$ cat config.mk
export PLATFORM = sky130hd
export DESIGN_NAME = irq_unit
export DESIGN_NICKNAME = d
export VERILOG_FILES = /design/src/rtl/irq_pkg.sv /design/src/rtl/irq_decode.sv /design/src/rtl/irq_trap_check.sv /design/src/rtl/irq_ctrl.sv /design/src/rtl/irq_unit.sv
export SDC_FILE = /design/constraint.sdc
export NUM_CORES = 1
export LEC_CHECK = 0
export BUFFER_PORTS_ARGS = -buffer_cell sky130_fd_sc_hd__clkbuf_2
export CAP_MARGIN = 40
export CORE_AREA = 2 2 193 195
export CTS_CLUSTER_SIZE = 10
export DETAILED_ROUTE_END_ITERATION = 6
export DIE_AREA = 0 0 195 197
export SYNTH_ARGS = -nofsm -noshare
export SYNTH_HDL_FRONTEND = slang
export SYNTH_SLANG_ARGS = --single-unit
$ cat constraint.sdc
create_clock -name clk -period 15.95 [get_ports clk]
set_input_delay 3.19 -clock clk [delete_from_list [all_inputs] [get_ports clk]]
set_output_delay 3.19 -clock clk [all_outputs]
set_load 0.05 [all_outputs]
$ cat src/rtl/irq_pkg.sv
package irq_pkg;
    localparam int XLEN = 32;
    localparam int NQ   = 4;
    localparam int QW   = $clog2(NQ);
    localparam logic [6:0] OPC_CUSTOM = 7'b0001011;

    typedef enum logic [2:0] {
        OP_NONE,
        OP_GETQ,
        OP_SETQ,
        OP_RET,
        OP_MASK,
        OP_WAIT,
        OP_BAD
    } irq_op_e;

    typedef struct packed {
        logic [NQ-1:0][XLEN-1:0] q;
        logic [XLEN-1:0]         mask;
        logic [XLEN-1:0]         pending;
        logic                    en;
        logic                    halted;
    } irq_state_t;
endpackage

$ cat src/rtl/irq_decode.sv
module irq_decode
    import irq_pkg::*;
(
    input  logic            instr_valid,
    input  logic [XLEN-1:0] instr,
    output irq_op_e         op,
    output logic [QW-1:0]   qsel_rs,
    output logic [QW-1:0]   qsel_rd
);
    logic [6:0] opc;
    logic [2:0] f3;
    logic [4:0] f_rs2;
    logic [6:0] f7;

    always_comb begin
        opc     = instr[6:0];
        f3      = instr[14:12];
        f_rs2   = instr[24:20];
        f7      = instr[31:25];
        qsel_rs = instr[15 +: QW];
        qsel_rd = instr[7 +: QW];
        op      = OP_NONE;
        if (instr_valid && opc == OPC_CUSTOM) begin
            if (f3 != 3'd0 || f_rs2 != 5'd0) begin
                op = OP_BAD;
            end else begin
                unique case (f7)
                    7'd0:    op = OP_GETQ;
                    7'd1:    op = OP_SETQ;
                    7'd2:    op = OP_RET;
                    7'd3:    op = OP_MASK;
                    7'd4:    op = OP_WAIT;
                    default: op = OP_BAD;
                endcase
            end
        end
    end
endmodule

$ cat src/rtl/irq_trap_check.sv
module irq_trap_check
    import irq_pkg::*;
#(
    parameter logic [XLEN-1:0] TRAP_MASK = 32'h0000_0007
) (
    input  logic [XLEN-1:0] irq_req,
    input  logic [XLEN-1:0] mask_q,
    input  logic            en_q,
    output logic            trap_hit
);
    logic [XLEN-1:0] blocked;

    always_comb begin
        blocked  = mask_q | {XLEN{~en_q}};
        trap_hit = |(irq_req & TRAP_MASK & blocked);
    end
endmodule

$ cat src/rtl/irq_ctrl.sv
module irq_ctrl
    import irq_pkg::*;
#(
    parameter logic [XLEN-1:0] ENTRY_ADDR = 32'h0000_0010
) (
    input  logic            clk,
    input  logic            rst_n,
    input  irq_op_e         op,
    input  logic [QW-1:0]   qsel_rs,
    input  logic [QW-1:0]   qsel_rd,
    input  logic [XLEN-1:0] rs1_val,
    input  logic [XLEN-1:0] cur_pc,
    input  logic [XLEN-1:0] irq_req,
    input  logic            trap_hit,
    output logic [XLEN-1:0] mask_q,
    output logic            en_q,
    output logic            rd_we,
    output logic [XLEN-1:0] rd_val,
    output logic            pc_redir,
    output logic [XLEN-1:0] pc_target,
    output logic            stall,
    output logic            irq_enter,
    output logic            illegal,
    output logic            halted
);
    irq_state_t s_d, s_q;
    logic [XLEN-1:0] svc;

    always_comb begin
        s_d       = s_q;
        rd_we     = 1'b0;
        rd_val    = '0;
        pc_redir  = 1'b0;
        pc_target = '0;
        stall     = 1'b0;
        irq_enter = 1'b0;
        illegal   = 1'b0;
        svc       = s_q.pending & ~s_q.mask;

        if (s_q.halted) begin
            stall = 1'b1;
        end else begin
            s_d.pending = s_q.pending | irq_req;
            if (trap_hit) begin
                s_d.halted = 1'b1;
            end
            if (s_q.en && (svc != '0)) begin
                irq_enter   = 1'b1;
                pc_redir    = 1'b1;
                pc_target   = ENTRY_ADDR;
                s_d.q[0]    = cur_pc;
                s_d.q[1]    = svc;
                s_d.pending = (s_q.pending & ~svc) | irq_req;
                s_d.en      = 1'b0;
            end else begin
                unique case (op)
                    OP_GETQ: begin
                        rd_we  = 1'b1;
                        rd_val = s_q.q[qsel_rs];
                    end
                    OP_SETQ: begin
                        s_d.q[qsel_rd] = rs1_val;
                    end
                    OP_RET: begin
                        pc_redir  = 1'b1;
                        pc_target = s_q.q[0];
                        s_d.en    = 1'b1;
                    end
                    OP_MASK: begin
                        rd_we    = 1'b1;
                        rd_val   = s_q.mask;
                        s_d.mask = rs1_val;
                    end
                    OP_WAIT: begin
                        if (s_q.pending == '0) begin
                            stall = 1'b1;
                        end else begin
                            rd_we  = 1'b1;
                            rd_val = s_q.pending;
                        end
                    end
                    OP_BAD: begin
                        illegal = 1'b1;
                    end
                    default: ;
                endcase
            end
        end
    end

    always_ff @(posedge clk or negedge rst_n) begin
        if (!rst_n) begin
            s_q.q[0]    <= '0;
            s_q.q[1]    <= '0;
            s_q.mask    <= '1;
            s_q.pending <= '0;
            s_q.en      <= 1'b1;
            s_q.halted  <= 1'b0;
        end else begin
            s_q <= s_d;
        end
    end

    assign mask_q = s_q.mask;
    assign en_q   = s_q.en;
    assign halted = s_q.halted;
endmodule

$ cat src/rtl/irq_unit.sv
module irq_unit
    import irq_pkg::*;
#(
    parameter logic [XLEN-1:0] ENTRY_ADDR = 32'h0000_0010,
    parameter logic [XLEN-1:0] TRAP_MASK  = 32'h0000_0007
) (
    input  logic            clk,
    input  logic            rst_n,
    input  logic            instr_valid,
    input  logic [XLEN-1:0] instr,
    input  logic [XLEN-1:0] rs1_val,
    input  logic [XLEN-1:0] cur_pc,
    input  logic [XLEN-1:0] irq_req,
    output logic            rd_we,
    output logic [XLEN-1:0] rd_val,
    output logic            pc_redir,
    output logic [XLEN-1:0] pc_target,
    output logic            stall,
    output logic            irq_enter,
    output logic            illegal,
    output logic            halted
);
    irq_op_e         op;
    logic [QW-1:0]   qsel_rs;
    logic [QW-1:0]   qsel_rd;
    logic [XLEN-1:0] mask_q;
    logic            en_q;
    logic            trap_hit;

    irq_decode u_dec (
        .instr_valid (instr_valid),
        .instr       (instr),
        .op          (op),
        .qsel_rs     (qsel_rs),
        .qsel_rd     (qsel_rd)
    );

    irq_trap_check #(.TRAP_MASK(TRAP_MASK)) u_trap (
        .irq_req  (irq_req),
        .mask_q   (mask_q),
        .en_q     (en_q),
        .trap_hit (trap_hit)
    );

    irq_ctrl #(.ENTRY_ADDR(ENTRY_ADDR)) u_ctrl (
        .clk       (clk),
        .rst_n     (rst_n),
        .op        (op),
        .qsel_rs   (qsel_rs),
        .qsel_rd   (qsel_rd),
        .rs1_val   (rs1_val),
        .cur_pc    (cur_pc),
        .irq_req   (irq_req),
        .trap_hit  (trap_hit),
        .mask_q    (mask_q),
        .en_q      (en_q),
        .rd_we     (rd_we),
        .rd_val    (rd_val),
        .pc_redir  (pc_redir),
        .pc_target (pc_target),
        .stall     (stall),
        .irq_enter (irq_enter),
        .illegal   (illegal),
        .halted    (halted)
    );
endmodule

# After elaboration in Yosys (flattened, before gate mapping)

Index checks and enable logic that the tools add are counted.

Register bits: 194
Input bits: 131
Output and inout bits: 70

Magnitude comparators: 3
Equality and inequality tests: 11
Multiplexer cells: 38
Bitwise logic cells: 11
Reduce and logical (&&, ||, !) cells: 17

Operators by type and width:

| cell               | number |
|---|---|
| $mux 32            | 9 |
| $bwmux 128         | 1 |
| $mux 64            | 2 |
| $or 32x32->32      | 3 |
| $pmux 32 s3        | 1 |
| $and 32x32->32     | 2 |
| $bmux 32 s2        | 1 |
| $demux 32 s2       | 1 |
| $not 32->32        | 2 |
| $and 3x32->32      | 1 |
| $logic_not 32->1   | 1 |
| $reduce_bool 32->1 | 1 |
| $reduce_or 32->1   | 1 |
| $mux 1             | 19 |
| $pmux 3 s5         | 1 |
| $eq 7x2->1 const B | 2 |
| $eq 3x3->1 const B | 3 |
| $eq 7x1->1 const B | 1 |
| $eq 7x3->1 const B | 1 |
| $eq 7x4->1 const B | 1 |
| $logic_not 7->1    | 1 |
| $eq 3x2->1 const B | 2 |
| $lt 2x3->1 const B | 2 |
| $mux 3             | 2 |
| 13 further kinds   | 19 |

# Longest topological paths before layout

Depth in word-level cells: 9
Depth in mapped cells: 9
Gate-level depth less buffers: 7

# Cells and area by module

Synthesis repeated with hierarchy kept, for this count alone.

Cells, all modules: 847
Area total of the unflattened synthesis: 9760.6 um^2

Modules (own cells, without submodules):

| module         | times used | cells each | area each (um^2) | seq. area each (um^2) |
|---|---|---|---|---|
| irq_ctrl       | 1          | 824        | 9587.9           | 5216.3 |
| irq_decode     | 1          | 18         | 123.9            | 0.0 |
| irq_trap_check | 1          | 5          | 48.8             | 0.0 |

# Least setup slack after synthesis

OpenSTA, ideal clock, no wires.

Path kind: in2out
Start point: in instr[13]
End point: out rd_we
Arrival: 5.724 ns
Setup slack: 7.036 ns
Stages: 5
Path through: nor4_1 > nand3_2 > a211o_1 > mux2_2 > nor4_1

Longest elaborated chain between the ends: 9

RTL lines:

| item                                     | RTL line         | source |
|---|---|---|
| start: declaration                       | irq_unit.sv:10   | `input logic [XLEN-1:0] instr,` |
| $reduce_bool 3->1 (*)                    | irq_decode.sv:24 | `if (f3 != 3'd0 \|\| f_rs2 != 5'd0) begin` |
| $logic_or 1x1->1 (*)                     | irq_decode.sv:24 |  |
| $mux 3 (*)                               | irq_decode.sv:24 |  |
| $mux 3 (*)                               | irq_decode.sv:23 | `if (instr_valid && opc == OPC_CUSTOM) begin` |
| $eq 3x1->1 or $eq 3x3->1 (tied branches) | irq_ctrl.sv:56   | `unique case (op)` |
| $reduce_or 2->1 (no source line)         | --               |  |
| $pmux 1 s2 (*)                           | irq_ctrl.sv:56   |  |
| $mux 1 (*)                               | irq_ctrl.sv:47   | `if (s_q.en && (svc != '0)) begin` |
| $mux 1 (*)                               | irq_ctrl.sv:40   | `if (s_q.halted) begin` |
| end: declaration                         | irq_unit.sv:14   | `output logic rd_we,` |

Mark *: on every way between the ends. The rest lies on a longest branch, timed or not.

# Worst setup path in the final report

Start point: in instr[5]
End point: out rd_val[13]

Longest elaborated chain between the ends: 7

RTL lines:

| item                                     | RTL line         | source |
|---|---|---|
| $eq 7x4->1 (*)                           | irq_decode.sv:23 |  |
| $logic_and 1x1->1 (*)                    | irq_decode.sv:23 |  |
| $mux 3 (*)                               | irq_decode.sv:23 |  |
| $eq 3x3->1 or $eq 3x1->1 (tied branches) | irq_ctrl.sv:56   |  |
| $pmux 32 s3 (*)                          | irq_ctrl.sv:56   |  |
| $mux 32 (*)                              | irq_ctrl.sv:47   |  |
| $mux 32 (*)                              | irq_ctrl.sv:40   |  |
| end: declaration                         | irq_unit.sv:15   | `output logic [XLEN-1:0] rd_val,` |

Marks and branches as above.

==> results list <==
* Total core area: 0.0363 sq mm
- Number of global-route vias before repair: around 7900
- After detailed routing, the number of remaining DRC violations is 0.
* Aggregate negative setup slack: 0 ps
- Synth Instances: 846
* R2r setup slk: ~11000 ps
* Category of the most critical setup path: in -> out
- Summing every instance area after synthesis gives 0.00971 sq mm.
- Fmax: 109 MHz
- Minimum hold slack: 552 ps
- Post-synthesis net count: about 1000
* Placed instance count: about 1500
* Fin Clk Skew: 18.3 ps
* Area added between synthesis and finish: 22.3%
* Final HPWL from detailed placement: between 20000 and 25000 um
- Entering global routing, the biggest net connects 67 pins.
- The floorplan step set the die width to 195 um.
- Of all flip-flops after synthesis, the portion carrying an async set or reset was 0.670.
- Headroom to the max-slew limit: 0.393
- Count of non-filler cells in the finished layout: 1498
- Nature of the critical path endpoint: output pin
* Max capacitance violation total: 0
- Buffers inserted by post-CTS timing repair: 0
* Final setup viols: 0
- Via density: between 5 and 6
- The share of the Yosys chip area taken by registers is 0.537.
- Area share of the leading cell type in the synthesized netlist: 0.250
- For this run, the leading register cell type out of synthesis is sky130_fd_sc_hd__dfrtp_1.
- Number of flops mapped to enable cells by yosys: 64
- The min-delay analysis places its worst path in the category reg -> reg.
* TritonCTS clock tree: done
- Synth warnings: 0
* Post-cts gate resize count: 0
* Launching element type of the critical path: input pin
* Min-Delay Startpoint: u_ctrl.s_q[104]
- Routed vias: 7804
- Leading area contributor after synthesis: sky130_fd_sc_hd__dfrtp_1
- For this block, the routed nets add up to 35700 um of wire.
* Total of flip-flops plus latches after synthesis: 194
- Counting instances, the worst hold path has a depth of 1.
* Most used cells in the layout excluding fill and tap cells: sky130_fd_sc_hd__clkbuf_2, sky130_fd_sc_hd__dfrtp_1, sky130_fd_sc_hd__nor3_1
- The flow ran to the end, and the final reports show no timing, DRC or antenna violations.
- The final-report max-slew violation count came to 0.
- All-Layer GR Usage: 0.188
- The clock net in this run drives a total of 194 sinks.
* Number of I/O port buffers: 194
- Static power due to leakage: approximately 4.8 nW
* Diodes inserted: 0
- Of all nets on the critical path, the largest fanout is 32.
* Final period utilization: 0.575
* Number of antenna violations at the first check in global routing: 0
- 201 I/O pins were placed.
- The startpoint identified for the worst register-to-register timing path is u_ctrl.mask_q[7].
- Root buffer cell: sky130_fd_sc_hd__clkbuf_16
- The clock reaches the later pin of the worst-skew pair after 460 ps.
* Synthesized area per cell: 11.5 sq um
- Dividing the detail-routed wire length by the instance count gives about 24 um.
- The floorplan step defined a die boundary enclosing 0.0384 sq mm.
* Effective utilization at floorplan: 0.268
- The first global-routing pass estimated 52400 um of wire.
* Post-synthesis cell type count: 45
- Grt ovf: 0
* Number of nets in the final layout: 1148
- The detailed router finished its first iteration with 631 violations.
- Total iterations of the first detailed-routing run: 5
- Crit path required time: 12760 ps
- Number of hold-repair buffers added at the cts stage: 0
- Counting along the longest clock path gives a buffer depth of 2.
- The clock tree synthesis step divided the H-tree into 4 levels.
- Cts bufs inserted: 17
- Placer congestion estimate: 0.756
- Vert. Die Dim: 197 um
- The design draws 0.00100 W.
- Setup repair after global routing missed its margin: no
- Num rows: 70
- VDD sags by at most 0.0000754 V.
- In the final layout, the share of cells above drive strength 1 is 0.363.
- After clock tree synthesis, the clock-pin slew on the worst setup and hold paths is roughly 80 ps.
- Min-Delay Endpoint: u_ctrl.s_q[104]
- Power density over cell area: 84.3 mW/mm^2
- Top cells by area, synth: sky130_fd_sc_hd__dfrtp_1, sky130_fd_sc_hd__edfxtp_1, sky130_fd_sc_hd__dfstp_2
- The final-report hold violation count came to 0.
* Commonest non-fill, non-tap cell in the layout: sky130_fd_sc_hd__clkbuf_2
- Destination of the worst register-to-register timing path: u_ctrl.s_q[180]
- STA puts the critical path data arrival time at ~6000 ps.
- The count of nets left with antenna violations once routing finished came out at 0.
- Clock period minus final worst setup slack: about 9000 ps
* Slew at the pin closest to its max-slew limit: 911 ps
- Path depth of the worst reg2reg path: 9
[worst max-delay path, cell delays in order]
cell	delay [ps]
sky130_fd_sc_hd__clkbuf_2	90
sky130_fd_sc_hd__nor4b_2	260
sky130_fd_sc_hd__nand4_1	370
sky130_fd_sc_hd__or3_4	510
sky130_fd_sc_hd__nor4_4	140
sky130_fd_sc_hd__buf_4	550
sky130_fd_sc_hd__a222oi_1	160
sky130_fd_sc_hd__nor2_1	320
sky130_fd_sc_hd__clkbuf_2	350
[sequential cells by signal, indices dropped and copies added (netlist names)]
signal and flops:
u_ctrl.en_q 1, u_ctrl.halted 1, u_ctrl.mask_q 32, u_ctrl.s_q 160
[layout make-up]
class | instances | area (sq um)
clock buffer | 17 | 425
clock inverter | 15 | 169
fill | 3708 | 24400
inverter | 34 | 128
multi-input combinational | 552 | 4130
sequential | 194 | 5220
tap | 468 | 586
timing repair buffer | 218 | 1220
[where the power goes]
part | switching [W] | total [W] | internal, W
clock network | 0.000226 | 0.000437 | 0.000211
logic | 0.0000307 | 0.0000503 | 0.0000196
registers | 0.0000000000282 | 0.000514 | 0.000514
[logic make-up after synthesis]
| group | after synthesis | share of synthesized area |
|---|---|---|
| compound gates | 166 | 0.130 |
| mux | 65 | 0.113 |
| flops | 194 | 0.537 |
| simple gates | 321 | 0.177 |
| buf+inv | 100 | 0.0437 |
[metal layers]
| metal | vias to the layer above | global-route usage | share of wire |
|---|---|---|---|
| li1 | 3507 | - | - |
| met1 | 3973 | 0.258 | 0.46 |
| met2 | 287 | 0.304 | 0.47 |
| met3 | 37 | 0.0329 | 0.053 |
| met4 | 0 | 0.0526 | 0.017 |
| met5 | - | 0 | 0 |
[worst max-delay path by stage]
stage               slack [ps]  startpoint          to
finish                    6780    instr[5]  rd_val[13]
global route              6650    instr[5]  rd_val[13]
CTS                       6820    instr[5]  rd_val[13]
detailed placement        6830    instr[5]  rd_val[13]
global placement          6870    instr[5]  rd_val[19]
floorplan                 7040   instr[13]       rd_we
[synthesized netlist by cell type (5+ instances only)]
cell and count:
sky130_fd_sc_hd__dfrtp_1 97, sky130_fd_sc_hd__mux4_2 32, sky130_fd_sc_hd__mux2_2 21, sky130_fd_sc_hd__a21oi_1 29, sky130_fd_sc_hd__a22oi_1 7, sky130_fd_sc_hd__buf_2 12
sky130_fd_sc_hd__nor2_1 46, sky130_fd_sc_hd__o221a_1 32, sky130_fd_sc_hd__nand2_1 62, sky130_fd_sc_hd__edfxtp_1 64, sky130_fd_sc_hd__nand2b_1 32, sky130_fd_sc_hd__mux2_1 12
sky130_fd_sc_hd__a222oi_1 6, sky130_fd_sc_hd__nand4_1 12, sky130_fd_sc_hd__nor3_1 70, sky130_fd_sc_hd__clkbuf_1 41, sky130_fd_sc_hd__a22oi_2 20, sky130_fd_sc_hd__nor4_1 47
sky130_fd_sc_hd__nor2b_1 5, sky130_fd_sc_hd__inv_1 34, sky130_fd_sc_hd__o21ai_0 64, sky130_fd_sc_hd__buf_1 7, sky130_fd_sc_hd__dfstp_2 33, sky130_fd_sc_hd__and2_1 31
[per-stage QoR]
step | util | area [sq um] | setup WS (ps)
6_report | 0.328 | 11900 | 6780
5_1_grt | 0.328 | 11900 | 6650
4_1_cts | 0.328 | 11900 | 6820
3_5_place_dp | 0.311 | 11300 | 6830
3_3_place_gp | 0.308 | 11200 | 6870
2_1_floorplan | - | 9710 | 7040
No activity file was read; power rests on OpenSTA's default activity.
